### config.mk
export PLATFORM = sky130hd
export DESIGN_NAME = prbs_err_tally
export DESIGN_NICKNAME = d
export VERILOG_FILES = /design/src/rtl/prbs_err_tally.sv
export SDC_FILE = /design/constraint.sdc
export NUM_CORES = 1
export LEC_CHECK = 0
export ABC_AREA = 1
export BUFFER_PORTS_ARGS = -buffer_cell sky130_fd_sc_hd__buf_2
export CORE_ASPECT_RATIO = 0.75
export CORE_MARGIN = 3
export CORE_UTILIZATION = 30
export DETAILED_ROUTE_END_ITERATION = 7
export RECOVER_POWER = 50
export SLEW_MARGIN = 20
export SYNTH_ARGS = -nofsm -noshare
export SYNTH_HDL_FRONTEND = slang
export SYNTH_SLANG_ARGS = --single-unit
### constraint.sdc
create_clock -name clk -period 2.94 [get_ports clk]
set_input_delay 0.441 -clock clk [delete_from_list [all_inputs] [get_ports clk]]
set_output_delay 0.441 -clock clk [all_outputs]
set_load 0.02 [all_outputs]
### src/rtl/prbs_err_tally.sv
module prbs_err_tally #(
    parameter int unsigned DATA_W     = 8,
    parameter int unsigned ERR_W      = 32,
    parameter int unsigned LOCK_WORDS = 16,
    localparam int unsigned NERR_W    = $clog2(DATA_W + 1)
) (
    input  logic              clk,
    input  logic              rst,
    input  logic              valid_i,
    input  logic [NERR_W-1:0] nerr_i,
    input  logic [NERR_W-1:0] limit_i,
    output logic [ERR_W-1:0]  err_cnt_o,
    output logic              lock_o
);
    localparam int unsigned RUN_W = $clog2(LOCK_WORDS + 1);
    localparam int unsigned SUM_W = ERR_W + 1;
    localparam logic [ERR_W-1:0] CNT_MAX = '1;
    localparam logic [RUN_W-1:0] RUN_END = RUN_W'(LOCK_WORDS);

    logic [SUM_W-1:0] sum;
    logic [RUN_W-1:0] run_q;

    assign sum = {1'b0, err_cnt_o} + SUM_W'(nerr_i);

    always_ff @(posedge clk) begin
        if (rst) begin
            err_cnt_o <= '0;
            run_q     <= '0;
            lock_o    <= 1'b0;
        end else if (valid_i) begin
            err_cnt_o <= sum[ERR_W] ? CNT_MAX : sum[ERR_W-1:0];
            if (nerr_i == '0) begin
                if (run_q != RUN_END) begin
                    run_q <= run_q + 1'b1;
                end
                if (run_q >= RUN_END - 1'b1) begin
                    lock_o <= 1'b1;
                end
            end else begin
                run_q <= '0;
                if (nerr_i > limit_i) begin
                    lock_o <= 1'b0;
                end
            end
        end
    end


    cnt_mono_chk: assert property (@(posedge clk) disable iff (rst)
        1'b1 |=> (err_cnt_o >= $past(err_cnt_o)));


    cnt_step_chk: assert property (@(posedge clk) disable iff (rst)
        1'b1 |=> ((err_cnt_o - $past(err_cnt_o)) <= ERR_W'(DATA_W)));


    lock_rise_chk: assert property (@(posedge clk) disable iff (rst)
        $rose(lock_o) |-> ($past(valid_i) && $past(nerr_i) == '0));


    unlock_chk: assert property (@(posedge clk) disable iff (rst)
        (valid_i && nerr_i > limit_i) |=> !lock_o);


    idle_hold_chk: assert property (@(posedge clk) disable iff (rst)
        !valid_i |=> ($stable(err_cnt_o) && $stable(lock_o)));

endmodule

Word-level counts from Yosys, hierarchy flattened
Index checks and enable logic that the tools add are counted.
{ "word_totals": {"inputBits": 11, "out_inout_bits": 33, "regBits": 38, "word_cells": 20} }
{ "classes": {"eq_ne": 3, "n_reduce_logical": 4, "n_addsub": 2, "n_mux": 6, "n_lt_le_gt_ge": 2} }
{ "ops": {"columns": ["op", "count"], "rows": [
  ["$add A32 B4 Y33", 1],
  ["$mux W32", 1],
  ["$mux W5", 2],
  ["$add A5 B1 Y5 const B", 1],
  ["$ge A5 B4 Y1 const B", 1],
  ["$ne A5 B5 Y1 const B", 1],
  ["$gt A4 B4 Y1", 1],
  ["$logic_not A4 Y1", 1],
  ["$ne A2 B1 Y1 const B", 2],
  ["$mux W1", 3],
  ["$reduce_and A3 Y1", 1],
  ["$reduce_and A2 Y1", 1],
  ["$reduce_bool A2 Y1", 1]
]} }

Logic depth before layout (Yosys ltp)
{ "depth": {"ltp_word": 3, "ltp_mapped": 12, "depth_no_buf": 12} }

Worst setup path after synthesis
Ideal clock, no wire load.
{ "synth_timing": {"kind": "input-to-reg", "from": "input port nerr_i[0]", "to": "register err_cnt_o[19]", "path_slack_ns": 0.953, "t_arrival_ns": 1.858, "n_path_buf": 1, "stages": 11, "setup_time_ns": 0.129, "required_ns": 2.811, "path_cell_list": "ha_1 > fa_1 > nand2_1 > nor2_2 > nor2_2 > nor3_4 > nand3_4 > buf_6 > nand2_2 > nor2_1 > nor2_2"} }
{ "synth_via": {"elab_chain_cells": 2} }
{ "synth_lines": {"columns": ["element", "line", "text"], "rows": [
  ["start, declared", "10", "input logic [NERR_W-1:0] nerr_i,"],
  ["$add A32 B4 Y33", "23", "assign sum = {1'b0, err_cnt_o} + SUM_W'(nerr_i);"],
  ["$mux W32", "31", "err_cnt_o <= sum[ERR_W] ? CNT_MAX : sum[ERR_W-1:0];"],
  ["end signal, assigned", "31", null],
  ["end, declared", "12", "output logic [ERR_W-1:0] err_cnt_o,"]
]} }
No other way between the ends.
A chain may end at the register's enable or synchronous reset.

==> reports/results.ini <==
[floorplanning]
fp.dieW_um=114
start_util_pct=32.1
die_area_um2=9970
num_io_pins=44
fp.dieH_um=87.2
std_cell_rows=28
coreArea_um2=8230

[sta]
max_freq_mhz=472
setup_viol=0
relSlewSlack_pct=23.8
finalHoldViolCount=0
max_slew.worst_pin.slew_ps=1140
tns_ps=0
final_max_slew_viol_count=0
rsz0062_at_grt=false
whs_ps=473
fin_crit_ps=2120
post-route-period-util_pct=72.0
clock_skew_ps=5.43

[finish]
synthToLayoutAreaGrowth_pct=17.4
fin_util_pct=37.6
layout.nets=473
num_antenna_cells=0
drive_gt1_share_pct=13.1

[yosys]
synthCells=407
synthXorXnorAreaFrac_pct=2.65
synth_fa_ha_area_share_pct=5.97
yosys.area.top_type=dfxtp_1
synth-edff-count=0
async_flop_share_pct=0
ys_seq_area_share_pct=28.8
synth_compound_area_share_pct=10.1
synthMuxAreaShare_pct=0.758
ys_seq_elements=38
synth_top_area_share_pct=28.8
ys.flop_type=dfxtp_1
synth-simple-area-share_pct=41.3
synth_top_family_by_area=simple AND/OR/NAND/NOR gates
netlist_area_um2=2640
ys_types=36
synth.area.top_cells=dfxtp_1 (29%), nand2_1 (15%), inv_1 (7.4%)
syn-num-nets=430
synth_warnings=0
avgSynthCellArea_um2=6.49

[detailed_routing]
drc=0
via_count=2725
wl_per_cell_um=13.5
ant_nets=0
drtPass1Iterations=5
drt_wl_total_mm=7.51
viasPerCell=4.90
drtIter0Drc=242

[grt]
grt_pass1_wl_mm=12.4
grt_pass1_vias=2471
grt_start_max_net_pins=26
antenna_found_initial=0
grtUsageTotal_pct=15.6
overflow=0

[worst_setup_path]
max_stage_delay_ps=820
path_class=primary input to register
cpMaxStageDelayCell=clkbuf_1
worstPathCellList=clkbuf_1 > inv_1 > nand2_1 > nor3_1
crit_fanout=20
worstPathArrival_ps=2290
worstPathRequired_ps=3110
critPathLaunchType=primary input
endpoint_kind=register

[clock_network]
clock_sinks=38
clk_pin_slew_ps=60
cts_tree=built
cts_resized=0
root_buffer=clkbuf_16
cts_setup_buffers=0
htree_levels=2
cts_max_path_buffers=2
postCtsHoldBufs=0
worst_skew_pair.late_latency_ps=280
cts-buffers-inserted=5

[placement]
gp_congestion=0.923
io_buffers=43
hpwlAfterDp_mm=5.67

[power]
p_leak_nw=1.42
power.total_w=0.00139
p_per_area_nw_per_um2=448
vdd_drop_max_mv=0.321

[job]
max_cap_violations=0

[run_status]
status=finished, final reports clean

[min_path]
min_path_type=register to register

cell usage after synthesis (all sizes together) (2+ instances only):
library cell	instances
mux2i	2
nor3	11
nand3	29
o21ai	21
xnor2	3
ha	11
nand2	117
a21oi	21
o211ai	2
nand4	11
clkbuf	2
nor2	60
xor2	5
inv	59
dfxtp	38
buf	6
nand3b	4
power breakdown:
| group | internal, W | total, W | leakage, nW | switching, W |
|---|---|---|---|---|
| Sequential | 0.000523 | 0.000531 | 0.307 | 0.00000847 |
| Clock | 0.000510 | 0.000734 | 0.0971 | 0.000224 |
| Combinational | 0.0000424 | 0.000123 | 1.01 | 0.0000807 |
worst max-delay path, delay by kind of cell:
| kind | cells | cell delay, ps |
|---|---|---|
| simple gates | 2 | 340 |
| buf+inv | 2 | 1500 |
path summary, 6_finish.rpt:
path | from | endpoint | slack, ps | cells past startpoint
setup / recovery | rst | run_q[2]$_SDFFE_PP0P_ | 820 | 4
hold / removal | lock_o$_SDFFE_PP0P_ | lock_o$_SDFFE_PP0P_ | 470 | 2
setup reg to reg | err_cnt_o[0]$_SDFFE_PP0P_ | err_cnt_o[18]$_SDFFE_PP0P_ | 830 | 10
hold reg to reg | lock_o$_SDFFE_PP0P_ | lock_o$_SDFFE_PP0P_ | 470 | 2
layout make-up:
cell class / instances / area [µm²]
multi-input cells: 302 / 1610
clock inverters: 2 / 60.1
flip-flops and latches: 38 / 761
inverters: 59 / 221
clock buffers: 6 / 139
repair buffers: 44 / 180
fillers: 909 / 5130
well taps: 105 / 131
flip-flops by register name (all words and copies together) (netlist names):
| name | count |
|---|---|
| lock_o | 1 |
| err_cnt_o | 32 |
| run_q | 5 |
through the flow:
| step | setup slack, ps | cells | area (µm²) |
|---|---|---|---|
| finish | 822 | 556 | 3100 |
| global route | 661 | 556 | 3100 |
| CTS | 820 | 556 | 3140 |
| detailed placement | 575 | 548 | 2940 |
| global placement | 650 | 548 | 2940 |
| floorplan | 953 | 407 | 2640 |
cell families (layout without fill, tap and decap cells):
| family | count (synthesis) | in the layout |
|---|---|---|
| compound gates | 46 | 46 |
| simple gates | 234 | 234 |
| fa+ha+maj | 12 | 12 |
| flops | 38 | 38 |
| xor+xnor | 8 | 8 |
| mux | 2 | 2 |
| buf+inv | 67 | 111 |
per-layer routing:
layer	global-route usage (%)	share of wire, %	wire length (µm)	vias to the layer above
li1	-	-	-	1389
met2	23.4	41	3090	71
met1	22.8	51	3840	1257
met3	3.40	6.6	492	8
met4	3.56	1.1	80	0
met5	0	0	0	-
cells in the final DEF (no fill, tap or decap), types with 2 or more instances in the layout:
master and instances:
a21oi_1 15, a21oi_2 6, buf_2 9, bufinv_16 2
clkbuf_1 34, clkbuf_16 5, dfxtp_1 38, ha_1 11
inv_1 52, inv_2 7, mux2i_1 2, nand2_1 109
nand2_2 8, nand3_1 24, nand3_2 4, nand3b_1 4
nand4_1 11, nor2_1 48, nor2_2 9, nor2_4 3
nor3_1 9, o211ai_1 2, o21ai_0 4, o21ai_1 16
xnor2_1 3, xor2_1 5
Note: power is estimated with default switching activity, not from simulation.
